$ cat src/rtl/cfgseq_pkg.sv
package cfgseq_pkg;

    typedef enum logic [2:0] {
        ST_POWERON = 3'd0,
        ST_CLEAR   = 3'd1,
        ST_CONFIG  = 3'd2,
        ST_STARTUP = 3'd3,
        ST_OPER    = 3'd4,
        ST_PWRDN   = 3'd5
    } cfg_state_e;

endpackage

$ cat src/rtl/cfgseq_span.sv
// Counts steps inside one state and saturates at a limit; restarts on a state change.
module cfgseq_span #(
    parameter int CNT_W = 8
) (
    input  logic             clk,
    input  logic             arst_n,
    input  logic             restart,
    input  logic             step,
    input  logic [CNT_W-1:0] last,
    output logic             hit
);

    logic [CNT_W-1:0] cnt_q;

    always_ff @(posedge clk or negedge arst_n) begin
        if (!arst_n) begin
            cnt_q <= '0;
        end else if (restart) begin
            cnt_q <= '0;
        end else if (step && (cnt_q != last)) begin
            cnt_q <= cnt_q + CNT_W'(1);
        end
    end

    always_comb begin
        hit = step && (cnt_q == last);
    end

endmodule

$ cat src/rtl/cfgseq_lowtime.sv
// Measures how many ticks a level stays low; optionally requires a falling edge to start.
module cfgseq_lowtime #(
    parameter int TICKS     = 3,
    parameter bit NEED_EDGE = 1'b1
) (
    input  logic clk,
    input  logic arst_n,
    input  logic en,
    input  logic level,
    input  logic tick,
    output logic fire
);

    localparam int CW = (TICKS < 2) ? 1 : $clog2(TICKS + 1);
    localparam logic [CW-1:0] LAST = CW'(TICKS - 1);

    logic          active_q;
    logic [CW-1:0] cnt_q;
    logic          start;
    logic          run;
    logic [CW-1:0] cnt_eff;

    generate
        if (NEED_EDGE) begin : g_edge
            logic prev_q;
            always_ff @(posedge clk or negedge arst_n) begin
                if (!arst_n) begin
                    prev_q <= 1'b0;
                end else begin
                    prev_q <= level;
                end
            end
            always_comb begin
                start = !active_q && prev_q && !level;
            end
        end else begin : g_level
            always_comb begin
                start = !active_q;
            end
        end
    endgenerate

    always_comb begin
        run     = en && !level && (active_q || start);
        cnt_eff = active_q ? cnt_q : '0;
        fire    = run && tick && (cnt_eff == LAST);
    end

    always_ff @(posedge clk or negedge arst_n) begin
        if (!arst_n) begin
            active_q <= 1'b0;
            cnt_q    <= '0;
        end else if (!en || level) begin
            active_q <= 1'b0;
            cnt_q    <= '0;
        end else if (run) begin
            active_q <= 1'b1;
            if (tick && (cnt_eff != LAST)) begin
                cnt_q <= cnt_eff + CW'(1);
            end else begin
                cnt_q <= cnt_eff;
            end
        end
    end

endmodule

$ cat src/rtl/cfgseq_top.sv
module cfgseq_top #(
    parameter int MODE_W         = 3,
    parameter int MASTER_MODE    = 0,
    parameter int POR_SHORT_LOG2 = 14,
    parameter int POR_LONG_LOG2  = 16,
    parameter int CLR_CYCLES     = 16,
    parameter int SU_CYCLES      = 3,
    parameter int ABORT_TICKS    = 3,
    parameter int PROG_LOW_TICKS = 6
) (
    input  logic              clk,
    input  logic              por_n,
    input  logic              tick,
    input  logic              pin_reset_n,
    input  logic              done_prog,
    input  logic [MODE_W-1:0] mode,
    input  logic              pwrdn_req,
    input  logic              cfg_done,
    output logic              init_low,
    output logic              hdc,
    output logic              ldc,
    output logic              clr_mem,
    output logic              io_tristate,
    output logic              mode_sample,
    output logic              loader_en
);

    import cfgseq_pkg::*;

    localparam int POR_MAX_LOG2 = (POR_LONG_LOG2 > POR_SHORT_LOG2) ? POR_LONG_LOG2 : POR_SHORT_LOG2;
    localparam int CLR_W        = $clog2(CLR_CYCLES + 1);
    localparam int SU_W         = $clog2(SU_CYCLES + 1);
    localparam int CNT_A        = (POR_MAX_LOG2 + 1 > CLR_W) ? POR_MAX_LOG2 + 1 : CLR_W;
    localparam int CNT_W        = (CNT_A > SU_W) ? CNT_A : SU_W;
    localparam logic [CNT_W-1:0] SHORT_LAST = CNT_W'((2 ** POR_SHORT_LOG2) - 1);
    localparam logic [CNT_W-1:0] LONG_LAST  = CNT_W'((2 ** POR_LONG_LOG2) - 1);
    localparam logic [CNT_W-1:0] CLR_LAST   = CNT_W'(CLR_CYCLES - 1);
    localparam logic [CNT_W-1:0] SU_LAST    = CNT_W'(SU_CYCLES - 1);

    cfg_state_e       state_q, state_d;
    logic             fresh_q;
    logic             seen_high_q, seen_high_d;
    logic             is_master;
    logic [CNT_W-1:0] span_last;
    logic             span_step;
    logic             span_restart;
    logic             span_hit;
    logic             abort_fire;
    logic             prog_fire;
    logic             rpin_fire;
    logic             reprog;
    logic             in_config;
    logic             prog_path_en;
    logic             rpin_path_en;

    // ---------------- span counter selection ----------------
    always_comb begin
        is_master = (mode == MODE_W'(MASTER_MODE));
        span_step = 1'b1;
        span_last = '0;
        unique case (state_q)
            ST_POWERON: begin
                span_step = tick;
                span_last = is_master ? LONG_LAST : SHORT_LAST;
            end
            ST_CLEAR:   span_last = CLR_LAST;
            ST_STARTUP: span_last = SU_LAST;
            default:    span_last = '0;
        endcase
        span_restart = (state_d != state_q);
    end

    cfgseq_span #(
        .CNT_W (CNT_W)
    ) span_u (
        .clk     (clk),
        .arst_n  (por_n),
        .restart (span_restart),
        .step    (span_step),
        .last    (span_last),
        .hit     (span_hit)
    );

    // ---------------- low-time detectors ----------------
    always_comb begin
        in_config    = (state_q == ST_CONFIG);
        prog_path_en = (state_q == ST_OPER) && seen_high_q;
        rpin_path_en = (state_q == ST_OPER) && !seen_high_q;
    end

    cfgseq_lowtime #(
        .TICKS     (ABORT_TICKS),
        .NEED_EDGE (1'b0)
    ) abort_u (
        .clk    (clk),
        .arst_n (por_n),
        .en     (in_config),
        .level  (pin_reset_n),
        .tick   (tick),
        .fire   (abort_fire)
    );

    cfgseq_lowtime #(
        .TICKS     (PROG_LOW_TICKS),
        .NEED_EDGE (1'b1)
    ) prog_u (
        .clk    (clk),
        .arst_n (por_n),
        .en     (prog_path_en),
        .level  (done_prog),
        .tick   (tick),
        .fire   (prog_fire)
    );

    cfgseq_lowtime #(
        .TICKS     (PROG_LOW_TICKS),
        .NEED_EDGE (1'b1)
    ) rpin_u (
        .clk    (clk),
        .arst_n (por_n),
        .en     (rpin_path_en),
        .level  (pin_reset_n),
        .tick   (tick),
        .fire   (rpin_fire)
    );

    always_comb begin
        reprog = prog_fire || rpin_fire;
    end

    // ---------------- next state ----------------
    always_comb begin
        state_d = state_q;
        unique case (state_q)
            ST_POWERON: if (span_hit) state_d = ST_CLEAR;
            ST_CLEAR:   if (span_hit && pin_reset_n) state_d = ST_CONFIG;
            ST_CONFIG: begin
                if (abort_fire)    state_d = ST_CLEAR;
                else if (cfg_done) state_d = ST_STARTUP;
            end
            ST_STARTUP: if (span_hit) state_d = ST_OPER;
            ST_OPER: begin
                if (reprog)         state_d = ST_CLEAR;
                else if (pwrdn_req) state_d = ST_PWRDN;
            end
            ST_PWRDN:   if (!pwrdn_req) state_d = ST_OPER;
            default:    state_d = ST_POWERON;
        endcase
    end

    always_comb begin
        if ((state_q == ST_STARTUP) || (state_q == ST_OPER) || (state_q == ST_PWRDN)) begin
            seen_high_d = seen_high_q || done_prog;
        end else begin
            seen_high_d = 1'b0;
        end
    end

    // ---------------- state register ----------------
    always_ff @(posedge clk or negedge por_n) begin
        if (!por_n) begin
            state_q     <= ST_POWERON;
            fresh_q     <= 1'b0;
            seen_high_q <= 1'b0;
        end else begin
            state_q     <= state_d;
            fresh_q     <= (state_d != state_q);
            seen_high_q <= seen_high_d;
        end
    end

    // ---------------- outputs ----------------
    always_comb begin
        init_low    = 1'b0;
        hdc         = 1'b0;
        ldc         = 1'b1;
        clr_mem     = 1'b0;
        io_tristate = 1'b1;
        mode_sample = 1'b0;
        loader_en   = 1'b0;
        unique case (state_q)
            ST_POWERON: begin
                init_low = 1'b1;
                hdc      = 1'b1;
                ldc      = 1'b0;
            end
            ST_CLEAR: begin
                init_low = 1'b1;
                hdc      = 1'b1;
                ldc      = 1'b0;
                clr_mem  = 1'b1;
            end
            ST_CONFIG: begin
                hdc         = 1'b1;
                ldc         = 1'b0;
                loader_en   = 1'b1;
                mode_sample = fresh_q;
            end
            ST_STARTUP: io_tristate = 1'b1;
            ST_OPER:    io_tristate = 1'b0;
            ST_PWRDN:   io_tristate = 1'b1;
            default:    io_tristate = 1'b1;
        endcase
    end

    // ---------------- assertions ----------------

    clear_hold_chk: assert property (@(posedge clk) disable iff (!por_n)
        (state_q == ST_CLEAR && !pin_reset_n) |=> clr_mem);


    sample_pulse_chk: assert property (@(posedge clk) disable iff (!por_n)
        mode_sample |=> !mode_sample);


    sample_entry_chk: assert property (@(posedge clk) disable iff (!por_n)
        mode_sample |-> ($past(state_q) == ST_CLEAR));


    abort_exit_chk: assert property (@(posedge clk) disable iff (!por_n)
        abort_fire |=> clr_mem);


    io_hdc_chk: assert property (@(posedge clk) disable iff (!por_n)
        !io_tristate |-> (!hdc && ldc && !init_low));


    reprog_exit_chk: assert property (@(posedge clk) disable iff (!por_n)
        (state_q == ST_OPER && reprog) |=> (clr_mem && io_tristate));


    pwrdn_hold_chk: assert property (@(posedge clk) disable iff (!por_n)
        (state_q == ST_PWRDN && pwrdn_req) |=> io_tristate);


    por_quiet_chk: assert property (@(posedge clk) disable iff (!por_n)
        (state_q == ST_POWERON) |=> !loader_en);

endmodule

$ cat config.mk
export PLATFORM = sky130hd
export DESIGN_NAME = cfgseq_top
export DESIGN_NICKNAME = d
export VERILOG_FILES = /design/src/rtl/cfgseq_pkg.sv /design/src/rtl/cfgseq_span.sv /design/src/rtl/cfgseq_lowtime.sv /design/src/rtl/cfgseq_top.sv
export SDC_FILE = /design/constraint.sdc
export NUM_CORES = 1
export LEC_CHECK = 0
export ABC_AREA = 1
export CAP_MARGIN = 5
export CELL_PAD_IN_SITES_DETAIL_PLACEMENT = 0
export CELL_PAD_IN_SITES_GLOBAL_PLACEMENT = 1
export CORE_MARGIN = 4
export CORE_UTILIZATION = 41
export DETAILED_ROUTE_END_ITERATION = 7
export GPL_TIMING_DRIVEN = 0
export HOLD_SLACK_MARGIN = 0.05
export PLACE_DENSITY = 0.82
export SLEW_MARGIN = 20
export SYNTH_ARGS = -nofsm -noshare
export SYNTH_HDL_FRONTEND = slang
export SYNTH_SLANG_ARGS = --single-unit
$ cat constraint.sdc
create_clock -name clk -period 2.4 [get_ports clk]
set_input_delay 0.48 -clock clk [delete_from_list [all_inputs] [get_ports clk]]
set_output_delay 0.48 -clock clk [all_outputs]
set_load 0.03 [all_outputs]
==> run metrics, run 1 <==
synthesis-to-finish area growth 15.89%; arrival time at the worst endpoint 1800 ps; initial antenna violation count 0; sequential cell area 879.6 um2; Post-layout nets 370; share of the cycle needed by the critical path after routing 94.87%; synthesized flop and latch total 35; combinational family with the most area after synthesis simple AND/OR/NAND/NOR gates; mean number of vias per cell 4.714; Max transition margin 71.26%; post-synthesis adder-cell area fraction 3.233%; leak pwr 1.479 nW; total area of multi-input combinational cells 0.001211 mm2; unrepaired setup endpoints after global routing no; maximum clock frequency 439.2 MHz; Sinks on Clock Net 35; global placer's final weighted congestion 0.8155; Net Count, Synth 347; Area after DPL 0.002585 mm2; Die Wd 83.26 um; setup fix buffers added after clock tree synthesis 0; Avg WL per Cell 11.39 um; internal reg-to-reg setup slack 240 ps; status completed; largest cells by area after synthesis dfrtp_1, nand2_1, inv_1, nor2_1, xor2_1; Synth Area in Compound Gates 4.256%; wire length of the first global-routing pass 8.907 mm; Main synth FF type dfrtp_1; estimated wirelength of the detail-placed design 3.840 mm; source-to-sink clock delay at the later pin of the worst-skew pair 290 ps; maximum fanout encountered on the critical timing path 6; Hold Path Class in -> async; starting DRC count in detailed routing 85; post-detailed-route count of antenna-violating nets 0; number of instances in the synthesized netlist 331; Residual DRC 0; share of flip-flops with an asynchronous set or reset after synthesis 100.0%; layout cell share with drive strength beyond 1 12.11%; Rows 27; Die Outline Area 0.006932 mm2; required time reported for the critical path endpoint 1920 ps; worst-margin pin slew 431.2 ps; reported max-cap violation count 0; Boundary Pins 17; largest net degree at the start of global routing 24; Post-Syn Area per Cell 7.016 um2; Yosys top cell area share 37.72%; clock tree skew after final layout 8.811 ps; xor-xnor portion of the synthesized cell area 6.412%; number of global-route vias before repair 2,006; die height 83.26 um; PwrDens 515.7 mW/mm2; most numerous cell types in the synthesized netlist nand2_1, inv_1, nor2_1; Root Driver clkbuf_8; worst vdd rail ir drop 288.7 uV; Initial Utilization 42.17%; Longest Clk Path Bufs 2; mux share of post-synthesis cell area 0%; number of flops mapped to enable cells by yosys 0; H-tree depth reported by CTS 2; cell with the most instances after synthesis nand2_1; Global Route Usage Sum 15.47%; number of CTS-inserted buffers 5; core box area 0.005507 mm2; Final Critical Period 2277 ps; count of buffers inserted at the top-level ports 15; final cell area excluding filler cells 0.002691 mm2; count of non-filler cells in the finished layout 427; GRT overflow 0; number of different library cells in the post-synthesis netlist 26; path type of the worst setup path reg -> out; cell type contributing the most total cell area after synthesis dfrtp_1; DRT Wirelength 4.864 mm; post-synthesis share of cell area spent on and, or, nand and nor gates 38.04%; final number of max-transition violations 0; Setup-failing EPs final 0; count of synthesis-stage warnings from yosys 0; placed cell count 419; antenna diode count 0; kind of end point of the critical path output port; area of the mapped netlist 0.002322 mm2; clock-pin slew reported for the worst setup and hold paths after clock tree synthesis 70 ps; CTS tree yes; cells on worst reg2reg path 15; first-pass iteration count of the detailed router 4; type of origin of the critical path flop; count of endpoints failing hold in the final timing report 0; number of fill cells 559; Seq/Total Area, Yosys 37.72%; total number of vias 2,013
## power breakdown
part / total, mW / internal, mW / switching (mW)
clock: 0.417 / 0.203 / 0.214
sequential: 0.705 / 0.644 / 0.0614
combinational: 0.266 / 0.113 / 0.153
total: 1.39 / 0.959 / 0.429
## worst paths after layout
check / start / endpoint
worst max-delay path: state_q[0]$_DFF_PN0_ / ldc
worst min-delay path: por_n / prog_u.active_q$_DFFE_PN0P_
worst max register to register: state_q[2]$_DFF_PN0_ / span_u.cnt_q[6]$_DFFE_PN0P_
worst min register to register: rpin_u.cnt_q[0]$_DFFE_PN0P_ / rpin_u.cnt_q[0]$_DFFE_PN0P_
max in group asynchronous: por_n / span_u.cnt_q[6]$_DFFE_PN0P_
min in group clk: rpin_u.cnt_q[0]$_DFFE_PN0P_ / rpin_u.cnt_q[0]$_DFFE_PN0P_
## registers in the layout, indices dropped and copies added, names as in the netlist
register,flops
prog_u.g_edge.prev_q,1
fresh_q,1
seen_high_q,1
rpin_u.active_q,1
abort_u.cnt_q,2
state_q,3
rpin_u.g_edge.prev_q,1
abort_u.active_q,1
prog_u.active_q,1
span_u.cnt_q,17
rpin_u.cnt_q,3
prog_u.cnt_q,3
## per-stage QoR
step                setup slack (ps)  total power [mW]  utilization (%)  hold slack [ps]  TNS (ps)
global placement              -318.1            0.9703            46.53            469.3     -4479
detailed placement            -338.9            0.9823            46.94            405.0     -4623
finish                         123.2             1.388            48.88            86.02         0
global route                   3.349             1.498            48.88            98.63         0
floorplan                      218.4            0.8976                -            184.4         0
CTS                            13.30             1.403            48.47            83.89         0
## final cells by class
| cell class | count | area share [%] |
|---|---|---|
| clock buffers | 6 | 2.696 |
| flip-flops and latches | 35 | 32.68 |
| repair buffers | 16 | 6.648 |
| clock inverters | 2 | 0.4649 |
| plain buffers | 2 | 0.6974 |
| inverters | 60 | 8.461 |
| well taps | 72 | 3.347 |
| multi-input cells | 234 | 45.00 |
## kinds of logic after synthesis
| kind of cell | count (synthesis) |
|---|---|
| adder cells (fa/ha/maj) | 6 |
| AND/OR/NAND/NOR | 194 |
| XOR/XNOR | 17 |
| buffers and inverters | 62 |
| AO/OA/AOI/OAI | 17 |
| flip-flops | 35 |
## critical path: stages (launching register included)
cell	delay [ps]
dfrtp_2	460
inv_2	130
nand3_2	150
nand2_1	140
inv_1	50
clkdlybuf4s50_1	580
## layer usage
metal / wire [um] / vias up / GRT usage, %
li1: - / 1064 / -
met1: 2295 / 912 / 19.65
met2: 2328 / 29 / 25.73
met3: 174 / 8 / 3.571
met4: 66 / 0 / 5.349
met5: 0 / - / 0
## layout by cell type (no fill, tap or decap), types with 5 or more instances in the layout
master and n:
clkbuf_8 5, clkdlybuf4s50_1 10, dfrtp_1 32, ha_1 6, inv_1 54, inv_2 5
nand2_1 92, nand2_2 5, nand3_1 15, nand4_1 14, nor2_1 42, nor2_2 11
o21ai_0 10, xor2_1 13
## timing repair
item / 4_1_cts / 5_1_grt
setup endpoints to repair: 10 / 19
hold buffers: 0 / 0
gates resized for setup: 1 / 10
Power figures use the tool's default switching activity.
==> run 2, diff against run 1 <==
--- a/config.mk
+++ b/config.mk
@@ -10,11 +10,11 @@
 export CELL_PAD_IN_SITES_DETAIL_PLACEMENT = 0
 export CELL_PAD_IN_SITES_GLOBAL_PLACEMENT = 1
 export CORE_MARGIN = 4
-export CORE_UTILIZATION = 41
+export CORE_UTILIZATION = 30
 export DETAILED_ROUTE_END_ITERATION = 7
 export GPL_TIMING_DRIVEN = 0
 export HOLD_SLACK_MARGIN = 0.05
-export PLACE_DENSITY = 0.82
+export PLACE_DENSITY = 0.65
 export SLEW_MARGIN = 20
 export SYNTH_ARGS = -nofsm -noshare
 export SYNTH_HDL_FRONTEND = slang
==> run 2 against run 1 <==
Effect of this change:
- design area rose by 2.5%
- final cell count rose by 6.6%
- die area rose by 33%
- clock skew fell by 2.5 ps
- critical path type is now reg -> reg
- non-clock buffer count rose by 1
- critical endpoint is now span_u.cnt_q[8]$_DFFE_PN0P_
==> run metrics, run 2 (synthesized netlist as in run 1, its figures left out) <==
Boundary Pins 17; worst slack, placed -244.5 ps; worst vdd rail ir drop 242.6 uV; number of CTS-inserted buffers 5; worst-margin pin slew 439.5 ps; Initial Utilization 31.51%; Die Outline Area 0.009212 mm2; Rows 31; layout cell share with drive strength beyond 1 13.48%; Global Route Usage Sum 12.66%; internal reg-to-reg setup slack 220 ps; kind of end point of the critical path flop; CTS tree yes; count of endpoints failing hold in the final timing report 0; first-pass iteration count of the detailed router 4; grt met1 use 17.34%; post-detailed-route count of antenna-violating nets 0; type of origin of the critical path flop; max FFs per register 17; arrival time at the worst endpoint 2400 ps; Root Driver clkbuf_8; commonest non-fill, non-tap cell in the layout nand2_1; total number of vias 1,997; Residual DRC 0; PwrDens 528.2 mW/mm2; synthesis-to-finish area growth 18.75%; largest net degree at the start of global routing 28; path type of the worst setup path reg -> reg; Die Wd 95.98 um; leak pwr 1.516 nW; Setup-failing EPs final 0; Hold Path Class in -> reg; worst setup margin 217.0 ps; Avg WL per Cell 11.57 um; reported max-cap violation count 0; Post-layout nets 371; number of global-route vias before repair 1,965; source-to-sink clock delay at the later pin of the worst-skew pair 290 ps; antenna diode count 0; maximum fanout encountered on the critical timing path 10; global-route layer with the greatest usage met2; die height 95.98 um; Longest Clk Path Bufs 2; number of fill cells 796; final number of max-transition violations 0; register with the highest flop count span_u.cnt_q; wire length of the first global-routing pass 9.059 mm; sum of negative setup slack 0 ps; Sinks on Clock Net 35; core box area 0.007370 mm2; Final Critical Period 2183 ps; maximum clock frequency 458.1 MHz; DRT Wirelength 5.263 mm; GRT overflow 0; clock tree skew after final layout 6.353 ps; H-tree depth reported by CTS 2; met2 demand-to-capacity share in global routing 20.18%; leading cell types in the layout, fill and taps excluded nand2_1, inv_1, nor2_1; status completed; global placer's final weighted congestion 0.7676; Max transition margin 70.70%; count of buffers inserted at the top-level ports 15; mean number of vias per cell 4.389; M3 GR Usage 2.346%; share of the cycle needed by the critical path after routing 90.96%; starting DRC count in detailed routing 79; clock-pin slew reported for the worst setup and hold paths after clock tree synthesis 70 ps; estimated wirelength of the detail-placed design 4.072 mm; initial antenna violation count 0; required time reported for the critical path endpoint 2620 ps
-- run 2: worst paths after layout --
check                                                 start                        endpoint  cells past startpoint
min in group asynchronous                             por_n     rpin_u.active_q$_DFFE_PN0P_                      2
worst min register to register  prog_u.cnt_q[2]$_DFFE_PN0P_     prog_u.cnt_q[2]$_DFFE_PN0P_                      2
worst max-delay path                   state_q[2]$_DFF_PN0_     span_u.cnt_q[8]$_DFFE_PN0P_                     15
worst min-delay path                            pin_reset_n  rpin_u.g_edge.prev_q$_DFF_PN0_                      1
worst max register to register         state_q[2]$_DFF_PN0_     span_u.cnt_q[8]$_DFFE_PN0P_                     15
max in group asynchronous                             por_n     span_u.cnt_q[8]$_DFFE_PN0P_                      3
-- run 2: routing by layer --
layer	vias to the layer above	routed length, um
li1	1064	-
met1	905	2699
met2	23	2359
met3	5	152
met4	0	51
met5	-	0
-- run 2: through the flow --
| stage | cells | hold WS, ps | cell area [um2] | total power, mW | utilization [%] |
|---|---|---|---|---|---|
| after floorplan | 331 | 184.4 | 2322 | 0.8976 | - |
| after global placement | 445 | 465.9 | 2596 | 0.9808 | 35.23 |
| after detailed placement | 446 | 358.8 | 2611 | 0.9817 | 35.43 |
| after CTS | 455 | 496.3 | 2720 | 1.482 | 36.91 |
| after global routing | 455 | 471.2 | 2758 | 1.564 | 37.42 |
| final | 455 | 482.9 | 2758 | 1.457 | 37.42 |
-- run 2: timing repair --
| item | 4_1_cts | 5_1_grt |
|---|---|---|
| buffers inserted | 0 | 0 |
| hold endpoints to repair | 7 | 0 |
| gates resized for setup | 3 | 15 |
| hold buffers | 1 | 0 |
| endpoints found under the setup margin | 3 | 19 |
-- run 2: power breakdown --
group          switching, mW  internal (mW)
clock network          0.216          0.262
logic                  0.162          0.114
registers             0.0597          0.643
-- run 2: critical path, stage by stage, from the launching register on --
cell,delay [ps]
dfrtp_2,470
nor2_4,190
nand2_2,110
or2_0,200
nand2_1,80
nand2_2,60
inv_1,70
nand3_1,80
nand2_2,100
nand2_1,70
nor2_2,80
nand3_1,80
nand2_2,160
nand2_4,110
buf_6,180
nor2_4,80
-- run 2: cell type report --
cell class	instances	area (um2)	area share [%]
flip-flops and latches	35	882.1	31.99
repair buffers	17	182.7	6.624
clock buffers	8	100.1	3.630
multi-input cells	234	1226	44.46
plain buffers	2	15.01	0.5445
well taps	99	123.9	4.492
inverters	60	227.7	8.258
